### config.mk
export PLATFORM = sky130hd
export DESIGN_NAME = frac_post_div
export DESIGN_NICKNAME = d
export VERILOG_FILES = /design/src/rtl/fpd_pkg.sv /design/src/rtl/fpd_regs.sv /design/src/rtl/fpd_frac.sv /design/src/rtl/fpd_post.sv /design/src/rtl/frac_post_div.sv
export SDC_FILE = /design/constraint.sdc
export NUM_CORES = 1
export LEC_CHECK = 0
export BUFFER_PORTS_ARGS = -buffer_cell sky130_fd_sc_hd__buf_2
export CAP_MARGIN = 20
export CORE_MARGIN = 2
export CORE_UTILIZATION = 26
export DETAILED_ROUTE_END_ITERATION = 16
export GPL_TIMING_DRIVEN = 0
export PLACE_DENSITY = 0.42
export SKIP_CTS_REPAIR_TIMING = 1
export SYNTH_ARGS = -nofsm -noshare
export SYNTH_HDL_FRONTEND = slang
export SYNTH_SLANG_ARGS = --single-unit
### constraint.sdc
create_clock -name clk_i -period 4.2 [get_ports clk_i]
set_clock_uncertainty 0.1 [all_clocks]
set_input_delay 0.84 -clock clk_i [delete_from_list [all_inputs] [get_ports clk_i]]
set_output_delay 0.84 -clock clk_i [all_outputs]
set_load 0.01 [all_outputs]
### src/rtl/fpd_pkg.sv
package fpd_pkg;
  localparam int FRAC_NUM = 18;
  localparam int N_MIN    = 18;
  localparam int N_MAX    = 35;
  localparam int NW       = 6;

  typedef enum logic [1:0] {
    ADDR_FRAC = 2'd0,
    ADDR_DIV  = 2'd1,
    ADDR_GATE = 2'd2,
    ADDR_RSVD = 2'd3
  } cfg_addr_e;
endpackage

### src/rtl/fpd_regs.sv
module fpd_regs
  import fpd_pkg::*;
#(
  parameter int DW       = 8,
  parameter int BUSY_CYC = 496
) (
  input  logic          clk_i,
  input  logic          rst_ni,
  input  logic          we_i,
  input  logic [1:0]    addr_i,
  input  logic [DW-1:0] wdata_i,
  output logic [NW-1:0] n_o,
  output logic [DW-1:0] d_o,
  output logic          gate_frac_o,
  output logic          gate_post_o,
  output logic          n_load_o,
  output logic          d_load_o,
  output logic          err_o,
  output logic          busy_o
);
  localparam int BW = $clog2(BUSY_CYC + 1);

  logic [BW-1:0] busy_cnt_q;
  logic          n_ok, d_ok, wr_n, wr_d, wr_g;

  assign n_ok = (int'(wdata_i) >= N_MIN) && (int'(wdata_i) <= N_MAX);
  assign d_ok = (wdata_i != '0);
  assign wr_n = we_i && (cfg_addr_e'(addr_i) == ADDR_FRAC);
  assign wr_d = we_i && (cfg_addr_e'(addr_i) == ADDR_DIV);
  assign wr_g = we_i && (cfg_addr_e'(addr_i) == ADDR_GATE);

  assign n_load_o = wr_n && n_ok;
  assign d_load_o = wr_d && d_ok;
  assign busy_o   = (busy_cnt_q != '0);

  always_ff @(posedge clk_i or negedge rst_ni) begin
    if (!rst_ni) begin
      n_o         <= NW'(N_MIN);
      d_o         <= DW'(1);
      gate_frac_o <= 1'b1;
      gate_post_o <= 1'b1;
      err_o       <= 1'b0;
      busy_cnt_q  <= '0;
    end else begin
      err_o <= (wr_n && !n_ok) || (wr_d && !d_ok);
      if (n_load_o) n_o <= wdata_i[NW-1:0];
      if (d_load_o) d_o <= wdata_i;
      if (wr_g) begin
        gate_frac_o <= wdata_i[0];
        gate_post_o <= wdata_i[1];
      end
      if (d_load_o)          busy_cnt_q <= BW'(BUSY_CYC);
      else if (busy_o)       busy_cnt_q <= busy_cnt_q - 1'b1;
    end
  end
endmodule

### src/rtl/fpd_frac.sv
module fpd_frac
  import fpd_pkg::*;
(
  input  logic          clk_i,
  input  logic          rst_ni,
  input  logic [NW-1:0] n_i,
  input  logic          gate_i,
  input  logic          restart_i,
  output logic          tick_o
);
  logic [NW:0] acc_q, sum;

  // acc < N <= 35, so acc + 18 fits in NW+1 bits
  assign sum = acc_q + (NW+1)'(FRAC_NUM);

  always_ff @(posedge clk_i or negedge rst_ni) begin
    if (!rst_ni) begin
      acc_q  <= '0;
      tick_o <= 1'b0;
    end else if (restart_i) begin
      acc_q  <= '0;
      tick_o <= 1'b0;
    end else if (gate_i) begin
      tick_o <= 1'b0;
    end else if (sum >= {1'b0, n_i}) begin
      acc_q  <= sum - {1'b0, n_i};
      tick_o <= 1'b1;
    end else begin
      acc_q  <= sum;
      tick_o <= 1'b0;
    end
  end
endmodule

### src/rtl/fpd_post.sv
module fpd_post #(
  parameter int DW = 8
) (
  input  logic          clk_i,
  input  logic          rst_ni,
  input  logic          tick_i,
  input  logic [DW-1:0] d_i,
  input  logic          gate_i,
  input  logic          restart_i,
  output logic          en_o
);
  logic [DW-1:0] cnt_q;
  logic          last;

  assign last = (cnt_q == d_i - 1'b1);

  always_ff @(posedge clk_i or negedge rst_ni) begin
    if (!rst_ni) begin
      cnt_q <= '0;
      en_o  <= 1'b0;
    end else if (restart_i) begin
      cnt_q <= '0;
      en_o  <= 1'b0;
    end else begin
      en_o <= 1'b0;
      if (!gate_i && tick_i) begin
        if (last) begin
          cnt_q <= '0;
          en_o  <= 1'b1;
        end else begin
          cnt_q <= cnt_q + 1'b1;
        end
      end
    end
  end
endmodule

### src/rtl/frac_post_div.sv
module frac_post_div
  import fpd_pkg::*;
#(
  parameter int DIV_W    = 8,
  parameter int BUSY_CYC = (N_MAX * ((1 << DIV_W) - 1) + FRAC_NUM - 1) / FRAC_NUM
) (
  input  logic             clk_i,
  input  logic             rst_ni,
  input  logic             we_i,
  input  logic [1:0]       addr_i,
  input  logic [DIV_W-1:0] wdata_i,
  output logic             en_o,
  output logic             busy_o,
  output logic             err_o
);
  logic [NW-1:0]    n_q;
  logic [DIV_W-1:0] d_q;
  logic             gate_frac, gate_post, n_load, d_load, tick;

  fpd_regs #(.DW(DIV_W), .BUSY_CYC(BUSY_CYC)) u_regs (
    .clk_i      (clk_i),
    .rst_ni     (rst_ni),
    .we_i       (we_i),
    .addr_i     (addr_i),
    .wdata_i    (wdata_i),
    .n_o        (n_q),
    .d_o        (d_q),
    .gate_frac_o(gate_frac),
    .gate_post_o(gate_post),
    .n_load_o   (n_load),
    .d_load_o   (d_load),
    .err_o      (err_o),
    .busy_o     (busy_o)
  );

  fpd_frac u_frac (
    .clk_i    (clk_i),
    .rst_ni   (rst_ni),
    .n_i      (n_q),
    .gate_i   (gate_frac),
    .restart_i(n_load),
    .tick_o   (tick)
  );

  fpd_post #(.DW(DIV_W)) u_post (
    .clk_i    (clk_i),
    .rst_ni   (rst_ni),
    .tick_i   (tick),
    .d_i      (d_q),
    .gate_i   (gate_post),
    .restart_i(d_load),
    .en_o     (en_o)
  );
endmodule

==> impl_results.html, run 1 <==
<table>
<tr><th>Metric</th><th>Value</th></tr>
<tr><th colspan="2">Outcome</th></tr>
<tr><td>Status</td><td>complete, no violations</td></tr>
<tr><th colspan="2">Drt</th></tr>
<tr><td>Highest Signal Layer</td><td>met4</td></tr>
<tr><td>Count of unresolved DRC violations after routing</td><td>0</td></tr>
<tr><td>Metal1 wirelength</td><td>3170 um</td></tr>
<tr><td>Via density per instance</td><td>4.85</td></tr>
<tr><td>DRT iter0 DRCs</td><td>69</td></tr>
<tr><td>Wire per inst</td><td>14.5 um</td></tr>
<tr><td>First-pass detailed-route iteration total</td><td>4</td></tr>
<tr><td>Met2 Wirelength</td><td>3150 um</td></tr>
<tr><td>Met3 WL post-DR</td><td>132 um</td></tr>
<tr><td>DR vias</td><td>2,204</td></tr>
<tr><td>Sum of routed wire length over all layers</td><td>6570 um</td></tr>
<tr><td>Post-route antenna net violation count</td><td>0</td></tr>
<tr><th colspan="2">Timing</th></tr>
<tr><td>Slew HR</td><td>40.7%</td></tr>
<tr><td>Worst path setup slack after routing</td><td>1.08 ns</td></tr>
<tr><td>Unrepaired setup endpoints after global routing</td><td>false</td></tr>
<tr><td>Share of the cycle needed by the critical path after routing</td><td>74.2%</td></tr>
<tr><td>Transition time of the tightest slew-check pin</td><td>0.883 ns</td></tr>
<tr><td>Maximum clock frequency</td><td>321 MHz</td></tr>
<tr><td>Number of hold violations in the final report</td><td>0</td></tr>
<tr><td>Final setup violating endpoints</td><td>0</td></tr>
<tr><td>Post-layout min period</td><td>3.12 ns</td></tr>
<tr><td>Final Max Tran Viols</td><td>0</td></tr>
<tr><td>Total negative slack for setup checks</td><td>0 ns</td></tr>
<tr><th colspan="2">Pwr</th></tr>
<tr><td>IR drop worst, VDD</td><td>0.371 mV</td></tr>
<tr><td>Power density over the cells</td><td>609 nW/um^2</td></tr>
<tr><td>Leakage</td><td>0.00127 uW</td></tr>
<tr><th colspan="2">Clock network</th></tr>
<tr><td>Root buffer cell</td><td>clkbuf_8</td></tr>
<tr><td>Clk slew on worst S/H paths</td><td>0.09 ns</td></tr>
<tr><td>CTS tree</td><td>yes</td></tr>
<tr><td>Buffer depth of the longest clock path</td><td>2</td></tr>
<tr><td>Depth of the CTS H-tree</td><td>2</td></tr>
<tr><td>Number of clock sinks seen by CTS</td><td>43</td></tr>
<tr><td>Number of clock buffers inserted by TritonCTS</td><td>5</td></tr>
<tr><td>Clock Latency Late Sink</td><td>0.30 ns</td></tr>
<tr><th colspan="2">Synth</th></tr>
<tr><td>Count of distinct cell types in the synthesized netlist</td><td>53</td></tr>
<tr><td>Share of the synthesized netlist area taken by xor and xnor gates</td><td>5.59%</td></tr>
<tr><td>Post-synthesis share of cell area spent on and, or, nand and nor gates</td><td>24.7%</td></tr>
<tr><td>Combinational family with the most area after synthesis</td><td>simple AND/OR/NAND/NOR gates</td></tr>
<tr><td>Multiplexer fraction of the synthesized cell area</td><td>2.82%</td></tr>
<tr><td>Total nets after synthesis</td><td>320</td></tr>
<tr><td>Cells taking the most area after synthesis</td><td>dfrtp_1 (36%), dfstp_2 (4.9%), ha_1 (4.7%), nand2_1 (4.7%), xor2_1 (3.9%)</td></tr>
<tr><td>Share of the synthesized area in the top cell type</td><td>35.7%</td></tr>
<tr><td>Flop and latch count out of synthesis</td><td>43</td></tr>
<tr><td>Syn Std Cell Area</td><td>2660 sq um</td></tr>
<tr><td>Leading cell type by number of instances after synthesis</td><td>dfrtp_1</td></tr>
<tr><td>Yosys warnings</td><td>0</td></tr>
<tr><td>Compound-cell area share of the yosys netlist</td><td>16.8%</td></tr>
<tr><td>Count of flip-flops with a built-in enable after synthesis</td><td>0</td></tr>
<tr><td>Fraction of the mapped netlist area in adder cells</td><td>5.45%</td></tr>
<tr><td>Predominant post-synthesis flop cell</td><td>dfrtp_1</td></tr>
<tr><td>Post-synthesis sequential area ratio</td><td>40.6%</td></tr>
<tr><td>Largest area contributor in the synthesized netlist</td><td>dfrtp_1</td></tr>
<tr><td>Gate count of the mapped netlist</td><td>296</td></tr>
<tr><td>Commonest cells post-synth</td><td>dfrtp_1 (38), nand2_1 (33), inv_1 (19)</td></tr>
<tr><td>Mean Syn Cell Area</td><td>9.00 sq um</td></tr>
<tr><td>Share of synthesized registers carrying an async set or reset</td><td>100%</td></tr>
<tr><th colspan="2">Layout</th></tr>
<tr><td>Share of cells above drive strength 1</td><td>12.8%</td></tr>
<tr><td>Post-layout instance count excluding filler cells</td><td>454</td></tr>
<tr><td>Summed area of non-filler cells in the final layout</td><td>3040 sq um</td></tr>
<tr><td>Fraction of the core area covered by cells at the end of the flow</td><td>30.8%</td></tr>
<tr><td>Area overhead of the layout relative to synthesis</td><td>14.2%</td></tr>
<tr><td>Footprint of the multi-input gates</td><td>1480 sq um</td></tr>
<tr><td>Filler Cell Count</td><td>1,057</td></tr>
<tr><td>Antenna Cells</td><td>0</td></tr>
<tr><td>Area used by sequential logic in the layout</td><td>1080 sq um</td></tr>
<tr><td>Nets@finish</td><td>344</td></tr>
<tr><th colspan="2">Critical path</th></tr>
<tr><td>Largest driver fanout on the critical path</td><td>5</td></tr>
<tr><td>Type of origin of the critical path</td><td>flop</td></tr>
<tr><td>Endpoint class of the critical path</td><td>output pin</td></tr>
<tr><td>Chain of cells forming the critical path</td><td>or4_1 &gt; nor4_2 &gt; inv_1 &gt; buf_2</td></tr>
<tr><td>Arrival time of data at the critical path endpoint</td><td>2.18 ns</td></tr>
<tr><td>Library cell contributing the largest single delay on the critical path</td><td>or4_1</td></tr>
<tr><td>Crit Path Category</td><td>reg2out</td></tr>
<tr><td>Highest cell delay on the worst timing path</td><td>0.59 ns</td></tr>
<tr><td>Register-to-Register Path Depth</td><td>9</td></tr>
<tr><td>Required time of the worst setup path</td><td>3.26 ns</td></tr>
<tr><th colspan="2">GRT</th></tr>
<tr><td>Overall global routing resource usage</td><td>13.0%</td></tr>
<tr><td>Overflow left after global routing</td><td>0</td></tr>
<tr><td>Number of antenna violations at the first check in global routing</td><td>0</td></tr>
<tr><td>Pin count of the biggest net entering global routing</td><td>44</td></tr>
<tr><td>Vias in the first global route</td><td>2,240</td></tr>
<tr><td>Wire length of the first global-routing pass</td><td>11,500 um</td></tr>
<tr><th colspan="2">Place</th></tr>
<tr><td>Total instance count after detailed placement</td><td>444</td></tr>
<tr><td>Gpl congestion</td><td>0.747</td></tr>
<tr><td>Post-Place Cell Area</td><td>2900 sq um</td></tr>
<tr><td>Buffers added on ports</td><td>15</td></tr>
<tr><td>HPWL after detailed placement</td><td>4800 um</td></tr>
<tr><td>Dpl ws</td><td>1.07 ns</td></tr>
<tr><th colspan="2">Run</th></tr>
<tr><td>MaxCap Viol Count</td><td>0</td></tr>
<tr><th colspan="2">Hold path</th></tr>
<tr><td>Worst min path class</td><td>in2async</td></tr>
<tr><th colspan="2">Die</th></tr>
<tr><td>Initial Utilization</td><td>27.0%</td></tr>
<tr><td>CORE AREA</td><td>9860 sq um</td></tr>
<tr><td>Overall die area</td><td>11,100 sq um</td></tr>
<tr><td>Row count</td><td>36</td></tr>
<tr><td>Number of primary I/O pins</td><td>16</td></tr>
<tr><td>Chip Width</td><td>105 um</td></tr>
<tr><td>Chip Height</td><td>105 um</td></tr>
</table>
-- where the power goes --
group          total, uW  internal, uW  switching (uW)
Clock                331           177             153
Combinational        897           379             518
Sequential           626           530            96.6
-- flip-flops by register name, indices dropped and copies added, names as in the netlist --
name,cells
u_regs.err_o,1
u_regs.n_o,6
u_post.cnt_q,8
u_regs.gate_post_o,1
u_regs.busy_cnt_q,9
u_regs.gate_frac_o,1
u_frac.tick_o,1
u_post.en_o,1
u_regs.d_o,8
u_frac.acc_q,7
-- final timing paths --
check	startpoint	endpoint	slack, ns
hold reg to reg	u_regs.n_o[4]	u_regs.n_o[4]	0.40
hold / removal	rst_ni	u_regs.busy_cnt_q[7]	0.31
min in group clk_i	u_regs.n_o[4]	u_regs.n_o[4]	0.40
max in group asynchronous	rst_ni	u_regs.gate_frac_o	3.14
setup / recovery	u_regs.busy_cnt_q[5]	busy_o	1.08
setup reg to reg	u_frac.acc_q[1]	u_frac.acc_q[4]	1.27
-- layout by cell type, fill, tap and decap left out, types with 4 or more instances in the layout --
master    synthesis  routed
nor3_1           10      10
mux2_2            4       4
clkbuf_1          8       8
o21ai_0          17      17
clkbuf_8          0       5
nand2_1          33      33
dfrtp_1          38      38
nor2b_1           4       4
o31ai_1           5       5
a211oi_1          4       4
xnor2_1           5       5
inv_1            19      19
nand4_1           5       5
or4_1             5       5
dfstp_2           5       5
nand2b_1          7       7
nand3_1          17      17
and3_1            7       7
buf_2             0      15
xor2_1           12      12
nor2_1           14      14
a21oi_1          16      16
or3_1             6       6
ha_1             10      10
-- per-layer routing --
| layer | up-vias | global-route usage (%) |
|---|---|---|
| li1 | 1116 | - |
| met1 | 1051 | 17.0 |
| met2 | 24 | 21.0 |
| met3 | 13 | 2.56 |
| met4 | 0 | 4.67 |
| met5 | - | 0 |
-- layout make-up --
type,instances,area share [%]
timing repair buffer,17,3.29
multi-input combinational,225,48.5
sequential,43,35.6
clock inverter,3,1.44
inverter,19,2.34
buffer,9,1.11
tap,133,5.47
clock buffer,5,2.26
-- per-stage QoR --
stage	total power, uW	hold WS [ns]
2_1_floorplan	1300	0.346
3_3_place_gp	1510	0.370
3_5_place_dp	1520	0.382
6_report	1850	0.309
4_1_cts	1870	0.397
5_1_grt	2040	0.308
-- cell families after synthesis --
kind of cell	count (synthesis)
AND/OR/NAND/NOR	124
AO/OA/AOI/OAI	66
flip-flops	43
buffers and inverters	28
XOR/XNOR	17
adder cells (fa/ha/maj)	11
multiplexers	7
-- critical path, delay by kind of cell (launching register included) --
kind	cells	cell delay (ns)
flops	1	0.41
buf+inv	2	0.39
simple gates	2	1.08
Power figures use the tool's default switching activity.
==> inputs of run 2 (changes only) <==
Clock period 4.2 ns to 3.05 ns, I/O delays scaled along.
==> run 2 against run 1 <==
  * First-iteration DRC count grew 7.2%
  * Critical path type unchanged
  * Sequential power grew 38%
  * Non-clock buffer count is the same
  * Total power grew 40%
  * Register-to-register slack lost 0.95 ns
==> impl_results.html, run 2 (synthesis gave the netlist of run 1 again) <==
<table>
<tr><th>Metric</th><th>Value</th></tr>
<tr><th colspan="2">Pwr</th></tr>
<tr><td>Clock power frac</td><td>17.5% (-0.3 points)</td></tr>
<tr><td>Internal Power</td><td>1510 uW (+39%)</td></tr>
<tr><td>Share of total power in sequential cells</td><td>33.2% (-0.6 points)</td></tr>
<tr><td>Switching portion of total power</td><td>41.9% (+0.53 points)</td></tr>
<tr><td>IR drop worst, VDD</td><td>0.558 mV (+50%)</td></tr>
<tr><td>Sw power</td><td>1090 uW (+42%)</td></tr>
<tr><td>Portion of total power attributed to combinational logic</td><td>49.2% (+0.8 points)</td></tr>
<tr><td>Leakage</td><td>0.00129 uW (+1.2%)</td></tr>
<tr><td>Power density over the cells</td><td>848 nW/um^2 (+39%)</td></tr>
<tr><th colspan="2">Drt</th></tr>
<tr><td>Wire per inst</td><td>14.7 um (+1.8%)</td></tr>
<tr><td>Sum of routed wire length over all layers</td><td>6690 um (+1.8%)</td></tr>
<tr><td>DR vias</td><td>2,205 (+0.045%)</td></tr>
<tr><td>Count of unresolved DRC violations after routing</td><td>0 (unchanged)</td></tr>
<tr><td>Via density per instance</td><td>4.86 (about the same)</td></tr>
<tr><td>Post-route antenna net violation count</td><td>0 (unchanged)</td></tr>
<tr><td>DRT iter0 DRCs</td><td>74 (+7.2%)</td></tr>
<tr><td>First-pass detailed-route iteration total</td><td>4 (unchanged)</td></tr>
<tr><th colspan="2">Run</th></tr>
<tr><td>MaxCap Viol Count</td><td>0 (unchanged)</td></tr>
<tr><th colspan="2">Timing</th></tr>
<tr><td>Number of hold violations in the final report</td><td>0 (unchanged)</td></tr>
<tr><td>Transition time of the tightest slew-check pin</td><td>0.697 ns (-0.186 ns)</td></tr>
<tr><td>Total negative slack for setup checks</td><td>0 ns (unchanged)</td></tr>
<tr><td>Final Max Tran Viols</td><td>0 (unchanged)</td></tr>
<tr><td>Post-layout min period</td><td>2.74 ns</td></tr>
<tr><td>Slew HR</td><td>53.5% (+13 points)</td></tr>
<tr><td>Unrepaired setup endpoints after global routing</td><td>false</td></tr>
<tr><td>Maximum clock frequency</td><td>365 MHz</td></tr>
<tr><td>Final setup violating endpoints</td><td>0 (unchanged)</td></tr>
<tr><td>Share of the cycle needed by the critical path after routing</td><td>89.9%</td></tr>
<tr><th colspan="2">Place</th></tr>
<tr><td>Buffers added on ports</td><td>15 (unchanged)</td></tr>
<tr><td>HPWL after detailed placement</td><td>4800 um (unchanged)</td></tr>
<tr><td>Post-Place Cell Area</td><td>2900 sq um (unchanged)</td></tr>
<tr><td>Total instance count after detailed placement</td><td>444 (unchanged)</td></tr>
<tr><td>Gpl congestion</td><td>0.747 (unchanged)</td></tr>
<tr><th colspan="2">GRT</th></tr>
<tr><td>Number of antenna violations at the first check in global routing</td><td>0 (unchanged)</td></tr>
<tr><td>Overflow left after global routing</td><td>0 (unchanged)</td></tr>
<tr><td>Pin count of the biggest net entering global routing</td><td>44 (unchanged)</td></tr>
<tr><td>Vias in the first global route</td><td>2,240 (unchanged)</td></tr>
<tr><td>Overall global routing resource usage</td><td>13.0% (unchanged)</td></tr>
<tr><td>Wire length of the first global-routing pass</td><td>11,500 um (unchanged)</td></tr>
<tr><th colspan="2">Layout</th></tr>
<tr><td>Post-layout instance count excluding filler cells</td><td>454 (unchanged)</td></tr>
<tr><td>Flip-flop count of the largest register after layout</td><td>9 (unchanged)</td></tr>
<tr><td>Most used cells in the layout excluding fill and tap cells</td><td>dfrtp_1 (38), nand2_1 (33), inv_1 (19), nand3_1 (17), o21ai_0 (17)</td></tr>
<tr><td>Most common library cell in the layout ignoring fill and taps</td><td>dfrtp_1</td></tr>
<tr><td>Footprint of the multi-input gates</td><td>1500 sq um (+1.4%)</td></tr>
<tr><td>Filler Cell Count</td><td>1,054 (-0.28%)</td></tr>
<tr><td>Nets@finish</td><td>344 (unchanged)</td></tr>
<tr><td>Antenna Cells</td><td>0 (unchanged)</td></tr>
<tr><td>Summed area of non-filler cells in the final layout</td><td>3060 sq um (+0.70%)</td></tr>
<tr><td>Area used by sequential logic in the layout</td><td>1080 sq um (unchanged)</td></tr>
<tr><td>Area overhead of the layout relative to synthesis</td><td>15.0%</td></tr>
<tr><td>Registers with the most flip-flops</td><td>u_regs.busy_cnt_q x9, u_post.cnt_q x8, u_regs.d_o x8</td></tr>
<tr><td>Reg with most FFs</td><td>u_regs.busy_cnt_q</td></tr>
<tr><td>Share of cells above drive strength 1</td><td>13.4% (+0.62 points)</td></tr>
<tr><th colspan="2">Critical path</th></tr>
<tr><td>Largest driver fanout on the critical path</td><td>5 (unchanged)</td></tr>
<tr><td>Highest cell delay on the worst timing path</td><td>0.61 ns (+0.02 ns)</td></tr>
<tr><td>Register-to-Register Path Depth</td><td>8 (-1)</td></tr>
<tr><td>CP Buf/Inv Count</td><td>2 (unchanged)</td></tr>
<tr><td>Endpoint class of the critical path</td><td>output pin</td></tr>
<tr><td>Required time of the worst setup path</td><td>2.34 ns (-0.92 ns)</td></tr>
<tr><td>Chain of cells forming the critical path</td><td>or4_1 &gt; nor4_4 &gt; inv_1 &gt; buf_2</td></tr>
<tr><td>Instance count on the critical path</td><td>4 (unchanged)</td></tr>
<tr><td>Crit Path Category</td><td>reg2out</td></tr>
<tr><td>Arrival time of data at the critical path endpoint</td><td>2.03 ns (-0.15 ns)</td></tr>
<tr><td>Family of cells with the greatest summed delay on the critical path</td><td>simple AND/OR/NAND/NOR gates</td></tr>
<tr><td>Type of origin of the critical path</td><td>flop</td></tr>
<tr><td>Library cell contributing the largest single delay on the critical path</td><td>or4_1</td></tr>
<tr><th colspan="2">Clock network</th></tr>
<tr><td>Number of clock buffers inserted by TritonCTS</td><td>5 (unchanged)</td></tr>
<tr><td>Clk slew on worst S/H paths</td><td>0.09 ns (about the same)</td></tr>
<tr><td>CTS tree</td><td>yes</td></tr>
<tr><td>Clock Latency Late Sink</td><td>0.30 ns (about the same)</td></tr>
<tr><td>Root buffer cell</td><td>clkbuf_8</td></tr>
<tr><td>Buffer depth of the longest clock path</td><td>2 (unchanged)</td></tr>
<tr><td>Number of clock sinks seen by CTS</td><td>43 (unchanged)</td></tr>
<tr><td>Depth of the CTS H-tree</td><td>2 (unchanged)</td></tr>
<tr><th colspan="2">Outcome</th></tr>
<tr><td>Status</td><td>complete, no violations</td></tr>
<tr><th colspan="2">Hold path</th></tr>
<tr><td>Worst min path class</td><td>in2async</td></tr>
<tr><th colspan="2">Die</th></tr>
<tr><td>Chip Width</td><td>105 um (unchanged)</td></tr>
<tr><td>CORE AREA</td><td>9860 sq um (unchanged)</td></tr>
<tr><td>Initial Utilization</td><td>27.0% (unchanged)</td></tr>
<tr><td>Overall die area</td><td>11,100 sq um (unchanged)</td></tr>
<tr><td>Number of primary I/O pins</td><td>16 (unchanged)</td></tr>
<tr><td>Chip Height</td><td>105 um (unchanged)</td></tr>
<tr><td>Row count</td><td>36 (unchanged)</td></tr>
</table>
==> run 2: cell types whose count changed in the layout (fill, tap and decap cells not counted) <==
cell      delta
nor3_1       -1
o311ai_2     +1
nor3_2       +1
o311ai_1     -1
nor4_2       -1
nor4_4       +1
==> run 2: power by group through the flow <==
stage / registers [uW] / logic, uW / clock network (uW)
after global routing: 891 / 1450 / 506
after global placement: 872 / 1210 / 0
final: 863 / 1280 / 456
after CTS: 864 / 1230 / 478
after floorplan: 840 / 945 / 0
after detailed placement: 875 / 1220 / 0
==> run 2: final cells by class <==
| type | instances | share of cell area [%] |
|---|---|---|
| Inverter | 19 | 2.33 |
| Clock buffer | 5 | 2.25 |
| Clock inverter | 3 | 1.43 |
| Sequential cell | 43 | 35.3 |
| Tap cell | 133 | 5.43 |
| Timing Repair Buffer | 17 | 3.27 |
| Multi-Input combinational cell | 225 | 48.9 |
| Buffer | 9 | 1.10 |
==> run 2: final timing paths <==
kind | start | end | slack [ns]
worst max-delay path | u_regs.busy_cnt_q[5] | busy_o | 0.31
worst min-delay path | rst_ni | u_regs.busy_cnt_q[7] | 0.08
worst max register to register | u_frac.acc_q[1] | u_frac.acc_q[4] | 0.32
worst min register to register | u_regs.busy_cnt_q[6] | u_regs.busy_cnt_q[6] | 0.40
max in group asynchronous | rst_ni | u_regs.gate_post_o | 2.22
min in group clk_i | u_regs.busy_cnt_q[6] | u_regs.busy_cnt_q[6] | 0.40
==> run 2: through the flow <==
step	utilization [%]	power, uW	setup WS (ns)	hold WS (ns)
finish	31.1	2600	0.308	0.0786
global placement	29.4	2090	0.0103	0.370
detailed placement	29.4	2100	0.0179	0.382
CTS	30.6	2580	0.0169	0.397
global route	31.1	2850	0.0750	0.0782
floorplan	-	1790	0.537	0.214
==> run 2: metal layers <==
layer | routed length (um) | track usage (%)
met1 | 3210 | 17.0
met2 | 3220 | 21.0
met3 | 135 | 2.56
met4 | 115 | 4.67
met5 | 0 | 0
==> run 2: worst reg2reg max path: stages, from the launching register on <==
cell      delay, ns
dfrtp_1        0.43
ha_1           0.35
ha_1           0.37
o21ai_0        0.18
a21oi_1        0.09
o311ai_2       0.46
clkbuf_2       0.26
and2_1         0.21
o311ai_0       0.15
